===== config.mk =====
export PLATFORM = sky130hd
export DESIGN_NAME = pin_conditioner
export DESIGN_NICKNAME = d
export VERILOG_FILES = /design/src/rtl/pinc_pkg.sv /design/src/rtl/pinc_sync.sv /design/src/rtl/pinc_action.sv /design/src/rtl/pin_conditioner.sv
export SDC_FILE = /design/constraint.sdc
export NUM_CORES = 1
export LEC_CHECK = 0
export BUFFER_PORTS_ARGS = -buffer_cell sky130_fd_sc_hd__buf_2
export CAP_MARGIN = 20
export CORE_MARGIN = 2
export CORE_UTILIZATION = 35
export DETAILED_ROUTE_END_ITERATION = 8
export PLACE_DENSITY = 0.59
export SKIP_LAST_GASP = 1
export SLEW_MARGIN = 20
export SYNTH_ARGS = -nofsm -noshare
export SYNTH_HDL_FRONTEND = slang
export SYNTH_HIERARCHICAL = 1
export SYNTH_SLANG_ARGS = --single-unit

===== constraint.sdc =====
create_clock -name clk -period 0.95 [get_ports clk]
set_clock_uncertainty 0.1 [all_clocks]
set_input_delay 0 -clock clk [delete_from_list [all_inputs] [get_ports clk]]
set_output_delay 0 -clock clk [all_outputs]
set_load 0.03 [all_outputs]

===== src/rtl/pinc_pkg.sv =====
package pinc_pkg;

    localparam int NPINS     = 7;
    localparam int PIN_EXT   = 0;
    localparam int PIN_THERM = 1;
    localparam int PIN_MCK   = 2;
    localparam int PIN_CKSTP = 3;
    localparam int PIN_HRST  = 4;
    localparam int PIN_SRST  = 5;
    localparam int PIN_TBEN  = 6;

    typedef struct packed {
        logic ext;
        logic therm;
        logic mck;
        logic srst;
        logic halt;
    } req_t;

    localparam req_t REQ_IDLE = '{default: 1'b0};

    // Next value for a level-following request: take the new level only on a change.
    function automatic logic follow(input logic cur, input logic chg, input logic lvl);
        return chg ? lvl : cur;
    endfunction

endpackage


===== src/rtl/pinc_sync.sv =====
module pinc_sync #(
    parameter int W      = 7,
    parameter int STAGES = 2
) (
    input  logic         clk,
    input  logic         rst,
    input  logic [W-1:0] d,
    output logic [W-1:0] q
);
    logic [W-1:0] stg [STAGES];

    generate
        for (genvar i = 0; i < STAGES; i++) begin : g_stage
            if (i == 0) begin : g_first
                always_ff @(posedge clk) begin
                    if (rst) stg[i] <= '0;
                    else     stg[i] <= d;
                end
            end else begin : g_next
                always_ff @(posedge clk) begin
                    if (rst) stg[i] <= '0;
                    else     stg[i] <= stg[i-1];
                end
            end
        end
    endgenerate

    assign q = stg[STAGES-1];
endmodule


===== src/rtl/pinc_action.sv =====
module pinc_action
    import pinc_pkg::*;
(
    input  logic             clk,
    input  logic             rst,
    input  logic [NPINS-1:0] smp,
    input  logic             ack,
    output req_t             req,
    output logic [NPINS-1:0] lvl
);
    logic [NPINS-1:0] lvl_q, lvl_d, chg, fall_ev;
    req_t             req_q, req_d;

    generate
        for (genvar i = 0; i < NPINS; i++) begin : g_pin
            assign chg[i]     = smp[i] ^ lvl_q[i];
            assign fall_ev[i] = chg[i] & lvl_q[i];
            assign lvl_d[i]   = chg[i] ? smp[i] : lvl_q[i];
        end
    endgenerate

    always_comb begin
        req_d       = req_q;
        req_d.ext   = follow(req_q.ext,   chg[PIN_EXT],   smp[PIN_EXT]);
        req_d.therm = follow(req_q.therm, chg[PIN_THERM], smp[PIN_THERM]);
        req_d.srst  = follow(req_q.srst,  chg[PIN_SRST],  smp[PIN_SRST]);
        req_d.halt  = follow(req_q.halt,  chg[PIN_CKSTP], smp[PIN_CKSTP]);
        if (ack)               req_d.mck = 1'b0;
        if (fall_ev[PIN_MCK])  req_d.mck = 1'b1;
    end

    always_ff @(posedge clk) begin
        if (rst) begin
            lvl_q <= '0;
            req_q <= REQ_IDLE;
        end else begin
            lvl_q <= lvl_d;
            req_q <= req_d;
        end
    end

    assign req = req_q;
    assign lvl = lvl_q;

    AST_MCK_CAUSE: assert property (@(posedge clk) disable iff (rst)
        $rose(req_q.mck) |-> $fell(lvl_q[PIN_MCK]));
    AST_MCK_ON_FALL: assert property (@(posedge clk) disable iff (rst)
        $fell(lvl_q[PIN_MCK]) |-> req_q.mck);
    AST_MCK_STICKY: assert property (@(posedge clk) disable iff (rst)
        (req_q.mck && !ack) |=> req_q.mck);
    AST_HALT_LEVEL: assert property (@(posedge clk) disable iff (rst)
        req_q.halt == lvl_q[PIN_CKSTP]);
    AST_EXT_QUIET: assert property (@(posedge clk) disable iff (rst)
        !$stable(req_q.ext) |-> !$stable(lvl_q[PIN_EXT]));
    AST_LVL_FROM_PIN: assert property (@(posedge clk) disable iff (rst)
        !$stable(lvl_q) |-> lvl_q == $past(smp));
endmodule


===== src/rtl/pin_conditioner.sv =====
module pin_conditioner
    import pinc_pkg::*;
#(
    parameter int SYNC_STAGES = 2
) (
    input  logic       clk,
    input  logic       rst,
    input  logic [6:0] pin_in,
    input  logic       mck_ack,
    output logic       ext_irq_o,
    output logic       therm_irq_o,
    output logic       mck_req_o,
    output logic       sreset_irq_o,
    output logic       halt_o,
    output logic [6:0] pin_level_o
);
    logic [NPINS-1:0] pin_sync;
    req_t             req;

    pinc_sync #(.W(NPINS), .STAGES(SYNC_STAGES)) u_sync (
        .clk (clk),
        .rst (rst),
        .d   (pin_in),
        .q   (pin_sync)
    );

    pinc_action u_act (
        .clk (clk),
        .rst (rst),
        .smp (pin_sync),
        .ack (mck_ack),
        .req (req),
        .lvl (pin_level_o)
    );

    assign ext_irq_o    = req.ext;
    assign therm_irq_o  = req.therm;
    assign mck_req_o    = req.mck;
    assign sreset_irq_o = req.srst;
    assign halt_o       = req.halt;
endmodule


==> results of run 1 <==
==> power breakdown <==
part	leakage, µW	total, µW	internal [µW]	switching, µW
Combinational	0.000251	157	92.7	63.9
Sequential	0.000184	965	956	8.95
Clock	0.0000261	585	321	264
Total	0.000461	1710	1370	337
==> cell usage after synthesis <==
cell type	instances
dfxtp_1	22
nor2b_2	10
nor2b_1	7
buf_4	4
and2b_1	3
inv_1	2
a21oi_1	1
buf_6	1
ha_1	1
mux2i_1	1
nand2b_4	1
nor2_1	1
==> how the worst min path moves through the flow <==
stage	end	depth (start not counted)	slack [ns]	startpoint
2_1_floorplan	u_act/lvl[2]	1	-0.04	rst
3_3_place_gp	u_sync/stg[0][6]	2	0.10	pin_in[6]
3_5_place_dp	u_sync/stg[0][6]	2	0.11	pin_in[6]
4_1_cts	u_sync/stg[0][6]	3	0.31	pin_in[6]
5_1_grt	u_sync/stg[0][1]	3	0.33	pin_in[1]
6_report	u_sync/stg[0][0]	3	0.34	pin_in[0]
==> kinds of logic after synthesis <==
| logic type | count (synthesis) | synth area share [%] |
|---|---|---|
| AOI/OAI and AO/OA | 1 | 0.7266 |
| adders and majority gates | 1 | 1.818 |
| buffers and inverters | 7 | 7.091 |
| DFF | 22 | 64.00 |
| muxes | 1 | 1.455 |
| and+or+nand+nor | 22 | 24.91 |
==> layout by cell type, fill, tap and decap left out, drive strengths merged <==
cell	Yosys	layout
buf	5	23
dfxtp	22	22
nand2b	1	1
mux2i	1	1
and2b	3	3
dlygate4sd3	0	9
inv	2	2
nor2b	17	17
ha	1	1
nor2	1	1
clkbuf	0	5
a21oi	1	1
==> what timing repair did <==
item | 4_1_cts | 5_1_grt
hold buffers | 9 | 0
hold endpoints to repair | 14 | 0
endpoints found under the setup margin | 11 | 14
resized for setup | 15 | 8
setup buffers | 1 | 0
==> cell type report <==
| cell class | count | area (µm²) |
|---|---|---|
| flip-flops and latches | 22 | 451.7 |
| clock buffers | 4 | 47.55 |
| fillers | 171 | 878.3 |
| well taps | 27 | 33.78 |
| repair buffers | 33 | 271.5 |
| inverters | 2 | 7.507 |
| multi-input cells | 25 | 211.5 |
==> tightest hold or removal path: stages <==
cell           delay (ns)
dlygate4sd3_1        0.52
buf_2                0.09
nor2b_1              0.10
==> registers in the layout, summed over array words and instances (netlist names) <==
register,flops
u_act/req,5
u_sync/stg,14
u_act/lvl,3
==> metrics by stage <==
step / hold slack (ns) / TNS, ns / area (µm²)
after floorplan: -0.03730 / -0.09674 / 704.4
after global placement: 0.1035 / -0.08862 / 829.5
after detailed placement: 0.1080 / -0.1148 / 829.5
after CTS: 0.3109 / -0.1795 / 1010
after global routing: 0.3336 / -0.2357 / 1023
final: 0.3371 / -0.1518 / 1023
==> per-layer routing <==
layer / vias up / GRT usage [%]
met5: - / 0
met4: 0 / 7.143
met3: 2 / 4.012
met2: 14 / 15.51
met1: 196 / 10.98
li1: 223 / -
==> key figures, run 1 <==
Run status
  • Status: finished with violations
  • Failing checks: setup timing

Synth
  • Syn Std Cell Area: just under 700 µm²
  • Syn_area_per_cell: 12.74 µm²
  • Area leader, netlist: dfxtp_1
  • Top cells by area, synth: dfxtp_1 64%, nor2b_2 13%, nor2b_1 6.4%
  • #FFs+latches synth: 22
  • Share of the synthesized area in the top cell type: around 64%
  • Mapped Cells: 54
  • Synth warnings: 6
  • Post-synth cell types: 12
  • Seq/Total Area, Yosys: around 64%
  • Syn_nets: 65

Floorplanning
  • Starting Density: between 30 and 40%
  • Core Region: approximately 0.0019 mm²
  • Die width: between 40 and 50 µm
  • Die Ht: 48.34 µm
  • I/O pins: 22
  • Die ar.: 0.002337 mm²
  • Num rows: 16

Routing
  • Total wire length: about 950 µm
  • DR vias/cell: between 3 and 4
  • DRT iter0 DRCs: 1
  • Drt wl/cell: between 8 and 9 µm
  • Met2 WL: approximately 470 µm
  • Vias: ~440
  • First-pass DRT Iterations: 2
  • WL met3: between 60 and 70 µm
  • Drc violations: 0
  • ANT nets after route: 0
  • Highest metal used: met4
  • M1 WL: roughly 400 µm

Critical path
  • R2r endpoint: u_act/lvl[2]
  • R2R depth: 4
  • Worst setup path startpoint: u_sync/stg[1][2]
  • Reg-to-reg slack, setup: -0.1 ns
  • Worst reg2reg startpoint: u_sync/stg[1][2]
  • Largest delay share family, worst path: flip-flops
  • Crit start category: flop
  • Worst path max stage delay: 0.35 ns
  • WP data required: ~1.1 ns
  • Worst setup path end: u_act/lvl[2]
  • Critical path arrival: 1.15 ns
  • Critical path peak fanout: 2
  • CP endpoint kind: flop
  • Worst path depth: 4
  • Cells along the critical path: inv_2 > ha_4 > mux2i_1 > nor2_1
  • Worst path slowest cell: dfxtp_2
  • Bufs and invs on worst path: 1
  • Critical setup path kind: flop to flop

Power
  • Pwr/cell area: approximately 1700 mW/mm²
  • VDD IR-drop max: ~0.00087 V
  • Leak: 0.0004612 µW
  • Tot Pwr: ~1700 µW

STA
  • Final WS setup: -0.09736 ns
  • Fmax: about 950 MHz
  • Final hold vios: 0
  • Slew headroom: about nine tenths
  • Worst-margin pin slew: ~0.18 ns
  • Tcrit/Tclk final: 110.2%
  • Final setup violation count: 2
  • RSZ-0062 raised after global routing: true
  • Slew Viols, Final: 0
  • Fin crit period: around 1.0 ns

Clock tree
  • Total number of H-tree levels: 1
  • CTS tree: done
  • # clock sinks: 22
  • Clock buffer depth: 2
  • Clock transition at path regs: between 0.1 and 0.15 ns
  • CTS Buf Count: 3
  • Clk Latency, worst-skew pair: around 0.30 ns
  • Clk root buf: clkbuf_4

Placed design
  • Placement Setup Slack: -0.1148 ns
  • PortBufs: 21
  • Routability Congestion: about 0.57
  • Dpl cells: just under 100

Global route
  • First-pass GRT wire length: between 1.5 and 2 mm
  • Vias in the first global route: around 430
  • Initial antenna violation count: 0
  • GR Overflow Total: 0
  • Pin count of the biggest net entering global routing: 14
  • GRT Resource Usage Total: 9.947%

Job
  • Max-Cap Viols: 0

Finish
  • Fin cells: approximately 110
  • Area Growth Syn to Fin: 48.73%
  • Antenna fix cells: 0
  • Final #Nets: 98
  • Fin util: 53.82%
  • Layout cells sized above 1: 55.81%

Worst hold path
  • Hold Path Class: input pin to flop
(Power assumes the default switching activity.)
==> run 2, diff against run 1 <==
--- a/config.mk
+++ b/config.mk
@@ -5,7 +5,7 @@
 export SDC_FILE = /design/constraint.sdc
 export NUM_CORES = 1
 export LEC_CHECK = 0
-export BUFFER_PORTS_ARGS = -buffer_cell sky130_fd_sc_hd__buf_2
+export BUFFER_PORTS_ARGS = -buffer_cell sky130_fd_sc_hd__buf_4
 export CAP_MARGIN = 20
 export CORE_MARGIN = 2
 export CORE_UTILIZATION = 35
==> run 2 against run 1 <==
Effect of this change: the flow still finishes with violations (setup timing); power rose by 6.9%; register-to-register slack about the same; global-route usage is 0.72 points lower; critical path type unchanged.
==> key figures, run 2 (same netlist as run 1, synthesis figures left out) <==
Run status
  • Status: finished with violations
  • Failing checks: setup timing

Finish
  • Most frequent cells in the layout: 15 x dfxtp_1, 14 x buf_4, 10 x buf_6, 10 x nor2b_2, 9 x dlygate4sd3_1
  • Largest register by flop count: u_sync/stg
  • Area Growth Syn to Fin: 54.73%
  • Layout cells sized above 1: between 50 and 60%
  • Fin util: between 50% and 60%
  • Final #Nets: 98
  • Antenna fix cells: 0
  • Max FFs per register: 14
  • Commonest non-fill, non-tap cell in the layout: dfxtp_1

STA
  • Slew Viols, Final: 0
  • RSZ-0062 raised after global routing: true
  • Worst-margin pin slew: between 0.15 and 0.2 ns
  • Fin crit period: between 1 and 1.5 ns
  • Fmax: 948.4 MHz
  • Final setup violation count: 2
  • Final WS setup: -0.1044 ns
  • Tcrit/Tclk final: 111.0%
  • Slew headroom: 86.88%
  • Final hold vios: 0

Critical path
  • CP endpoint kind: flop
  • Critical setup path kind: flop to flop
  • R2R depth: 4
  • WP data required: 1.05 ns
  • R2r endpoint: u_act/lvl[2]
  • Reg-to-reg slack, setup: -0.10 ns
  • Crit start category: flop
  • Critical path peak fanout: 2
  • Worst reg2reg startpoint: u_sync/stg[1][2]
  • Critical path arrival: around 1.2 ns

Clock tree
  • Clock buffer depth: 2
  • Clk root buf: clkbuf_4
  • Total number of H-tree levels: 1
  • CTS tree: done
  • Clk Latency, worst-skew pair: around 0.3 ns
  • CTS Buf Count: 3
  • # clock sinks: 22
  • Clock transition at path regs: ~0.12 ns

Global route
  • Pin count of the biggest net entering global routing: 18
  • First-pass GRT wire length: between 1.5 and 2 mm
  • GR Overflow Total: 0
  • Vias in the first global route: around 360
  • Initial antenna violation count: 0
  • GRT Resource Usage Total: under 10%

Worst hold path
  • WHS Endpoint: u_act/req[0]
  • WHS Path Cells: 1
  • Hold Path Class: flop to flop
  • Hold path start: u_sync/stg[1][3]

Placed design
  • PortBufs: 21
  • HPWL Detailed: between 500 and 600 µm
  • Routability Congestion: about 0.58

Routing
  • ANT nets after route: 0
  • First-pass DRT Iterations: 2
  • Vias: between 400 and 500
  • WL met3: 75 µm
  • Drc violations: 0
  • M1 WL: ~420 µm
  • DR vias/cell: 3.761
  • Drt wl/cell: about 8.6 µm
  • DRT iter0 DRCs: 1
  • Highest metal used: met4
  • Met2 WL: approximately 470 µm
  • Total wire length: approximately 970 µm

Floorplanning
  • I/O pins: 22
  • Num rows: 16
  • Starting Density: a little over a third
  • Die Ht: 48.34 µm
  • Core Region: 0.001902 mm²
  • Die width: roughly 48 µm
  • Die ar.: between 0.002 and 0.0025 mm²

Power
  • Leak: 0.0004710 µW
  • Tot Pwr: between 1500 and 2000 µW
  • VDD IR-drop max: between 0.001 and 0.0015 V
  • Pwr/cell area: 1713 mW/mm²

Job
  • Max-Cap Viols: 0
-- run 2: cell types whose count changed in the layout (fill, tap and decap cells not counted) --
| cell | before | now |
|---|---|---|
| clkbuf_4 | 4 | 3 |
| buf_12 | 1 | 0 |
| buf_4 | 10 | 14 |
| bufinv_16 | 0 | 1 |
| buf_6 | 3 | 10 |
| clkbuf_16 | 1 | 0 |
| buf_2 | 9 | 0 |
-- run 2: how the worst max path moves through the flow --
| stage | start | end | depth (start not counted) |
|---|---|---|---|
| finish | u_sync/stg[1][2] | u_act/lvl[2] | 4 |
| global route | u_sync/stg[1][2] | u_act/lvl[2] | 4 |
| CTS | u_sync/stg[1][2] | u_act/lvl[2] | 4 |
| detailed placement | u_sync/stg[1][2] | u_act/lvl[2] | 4 |
| global placement | u_sync/stg[1][2] | u_act/lvl[2] | 4 |
| floorplan | u_act/lvl[2] | u_act/lvl[2] | 3 |
-- run 2: through the flow --
| step | hold WS (ns) | area (µm²) | setup slack, ns | TNS (ns) | std cells |
|---|---|---|---|---|---|
| final | 0.3422 | 1065 | -0.1044 | -0.1623 | 113 |
| after global routing | 0.3166 | 1065 | -0.1405 | -0.3134 | 113 |
| after CTS | 0.3361 | 1022 | -0.1123 | -0.1878 | 112 |
| after detailed placement | 0.1117 | 869.6 | -0.1254 | -0.1254 | 99 |
| after global placement | 0.1055 | 869.6 | -0.09552 | -0.09552 | 99 |
| after floorplan | -0.03730 | 704.4 | -0.09674 | -0.09674 | 54 |
-- run 2: report_power, final --
group | leakage (µW) | switching, µW | internal, µW
Sequential | 0.000184 | 10.2 | 956
Combinational | 0.000259 | 65.0 | 102
Clock | 0.0000279 | 264 | 426
Total | 0.000471 | 339 | 1480
-- run 2: metal layers --
layer	track usage, %	vias up
met5	0	-
met4	4.286	0
met3	5.247	2
met2	14.12	16
met1	10.39	184
li1	-	223
-- run 2: what timing repair did --
action                                  CTS  global route
hold buffers                              9             0
resized for setup                         5            12
hold endpoints to repair                 19             0
endpoints found under the setup margin    3            12
setup buffers                             0             1
-- run 2: final cells by class --
cell class	instances	area (µm²)
clock buffers	3	22.52
clock inverters	1	30.03
fillers	171	837.1
inverters	2	7.507
multi-input cells	25	211.5
flip-flops and latches	22	451.7
well taps	27	33.78
repair buffers	33	307.8
-- run 2: critical path: stages (launching register included) --
cell     delay (ns)
dfxtp_2        0.35
inv_2          0.04
ha_4           0.25
mux2i_1        0.17
nor2_1         0.05
==> run 3, diff against run 2 <==
--- a/config.mk
+++ b/config.mk
@@ -6,11 +6,11 @@
 export NUM_CORES = 1
 export LEC_CHECK = 0
 export BUFFER_PORTS_ARGS = -buffer_cell sky130_fd_sc_hd__buf_4
-export CAP_MARGIN = 20
 export CORE_MARGIN = 2
 export CORE_UTILIZATION = 35
 export DETAILED_ROUTE_END_ITERATION = 8
-export PLACE_DENSITY = 0.59
+export HOLD_SLACK_MARGIN = 0.12
+export PLACE_DENSITY = 0.57
 export SKIP_LAST_GASP = 1
 export SLEW_MARGIN = 20
 export SYNTH_ARGS = -nofsm -noshare
==> constraint.sdc (replaced) <==
create_clock -name clk -period 1.4 [get_ports clk]
set_clock_uncertainty 0.1 [all_clocks]
set_input_delay 0 -clock clk [delete_from_list [all_inputs] [get_ports clk]]
set_output_delay 0 -clock clk [all_outputs]
set_load 0.03 [all_outputs]
==> run 3 against run 2 <==
Effect of this change: the flow now finishes without violations; sequential power fell by 32%; design area shrank 2.8%; combinational power is 29% lower; cell count increased by 3.5%; setup slack gained 0.26 ns; critical path depth fell by 1; routed wire length increased by 5.3%; highest routed layer unchanged.
==> key figures, run 3 (same netlist as run 1, synthesis figures left out) <==
Floorplanning
  • I/O pins: 22
  • Num rows: 16
  • Starting Density: ~36%
  • Core Region: about 0.0019 mm²
  • Die ar.: 0.002337 mm²
  • Die width: 48.34 µm
  • Die Ht: 48.34 µm

Global route
  • First-pass GRT wire length: roughly 1.8 mm
  • Pin count of the biggest net entering global routing: 16
  • M1 GR Usage: 9.823%
  • GRT Resource Usage Total: a little over a tenth
  • GR Overflow Total: 0
  • Initial antenna violation count: 0
  • Met3 Resource Use GR: 4.938%
  • Vias in the first global route: 431
  • Met2 Resource Use GR: just under 20%
  • Grt peak-use layer: met2

Routing
  • ANT nets after route: 0
  • Total wire length: a little over 1 mm
  • Drc violations: 0
  • Vias: around 450
  • DRT iter0 DRCs: 2
  • Drt wl/cell: between 8 and 9 µm
  • First-pass DRT Iterations: 2
  • DR vias/cell: about 3.9

Power
  • Leak: approximately 0.00048 µW
  • Net Sw Power: 225.2 µW
  • Comb pwr share: between 10% and 20%
  • Seq pwr share: just under 60%
  • Clock power frac: between 30 and 40%
  • Tot Pwr: about 1100 µW
  • Pwr/cell area: between 1000 and 1500 mW/mm²
  • Sw frac: 20.33%
  • VDD IR-drop max: about 0.00073 V
  • Int Pwr: between 800 and 900 µW

STA
  • Setup TNS: 0 ns
  • Final hold vios: 0
  • Slew headroom: 60.16%
  • Final setup violation count: 0
  • Fin crit period: ~1.2 ns
  • Worst-margin pin slew: ~0.60 ns
  • Tcrit/Tclk final: approximately nine tenths
  • Slew Viols, Final: 0
  • RSZ-0062 raised after global routing: false
  • Fmax: between 800 and 900 MHz

Clock tree
  • CTS Buf Count: 3
  • # clock sinks: 22
  • CTS tree: done
  • Clock transition at path regs: about 0.11 ns
  • Clock buffer depth: 2
  • Postcts setup bufs: 0
  • Total number of H-tree levels: 1
  • Clk root buf: clkbuf_4
  • Clk Latency, worst-skew pair: 0.30 ns

Worst hold path
  • Hold Path Class: flop to flop
  • WHS Path Cells: 1

Finish
  • Area Growth Syn to Fin: 50.36%
  • Antenna fix cells: 0
  • Commonest non-fill, non-tap cell in the layout: dfxtp_1
  • Fillcell total: roughly 180
  • Final #Nets: 102
  • Most frequent cells in the layout: 22 x dfxtp_1, 21 x buf_4, 16 x dlygate4sd3_1, 10 x nor2b_2, 7 x nor2b_1
  • Layout cells sized above 1: 40.00%
  • Largest register by flop count: u_sync/stg
  • Max FFs per register: 14

Job
  • Max-Cap Viols: 0

Run status
  • Status: finished clean

Critical path
  • CP endpoint kind: flop
  • Critical setup path kind: input pin to flop
  • Critical path peak fanout: 15
  • Critical path arrival: ~1.4 ns
  • R2R depth: 4
  • Crit start category: input pin
  • WP data required: approximately 1.5 ns

Placed design
  • Routability Congestion: ~0.52
  • HPWL Detailed: roughly 580 µm
  • PortBufs: 21
[run 3: worst max-delay path, stage by stage]
cell           delay (ns)
buf_4                0.15
dlygate4sd3_1        0.95
and2b_1              0.25
[run 3: cell type report]
class	instances	area (µm²)	share of cell area [%]
Sequential cell	22	440.4	42.56
Multi-Input combinational cell	25	198.9	19.23
Clock buffer	4	36.28	3.507
Timing Repair Buffer	37	317.8	30.71
Tap cell	27	33.78	3.265
Inverter	2	7.507	0.7255
[run 3: per-layer routing]
metal / wire length, µm / part of all wire (%)
met1: 428 / 42
met2: 529 / 52
met3: 49 / 4.8
met4: 15 / 1.5
met5: 0 / 0
[run 3: final timing paths]
check              startpoint                to  slack [ns]
max                       rst  u_sync/stg[1][6]        0.15
min          u_sync/stg[0][4]  u_sync/stg[1][4]        0.34
min reg2reg  u_sync/stg[0][4]  u_sync/stg[1][4]        0.34
max reg2reg  u_sync/stg[1][2]      u_act/lvl[2]        0.28
[run 3: stage by stage]
stage	setup slack, ns	instance area [µm²]	util (%)	cells	hold WS (ns)
finish	0.1524	1035	54.41	117	0.3429
global route	0.08287	1035	54.41	117	0.3626
CTS	0.1041	1035	54.41	117	0.3455
detailed placement	0.3077	838.3	44.08	97	0.1153
global placement	0.3398	838.3	44.08	97	0.1104
floorplan	0.2023	688.2	-	54	-0.03093
[run 3: timing repair]
action | CTS | global route
hold buffers | 16 | 0
resized for setup | 0 | 0
endpoints found under the hold margin | 22 | 0
[run 3: power by group through the flow]
| stage | logic (µW) | registers (µW) | clock network (µW) |
|---|---|---|---|
| finish | 119 | 655 | 333 |
| global route | 128 | 659 | 390 |
| global placement | 83.9 | 669 | 0 |
| detailed placement | 84.8 | 670 | 0 |
| floorplan | 42.6 | 679 | 0 |
| CTS | 120 | 656 | 349 |
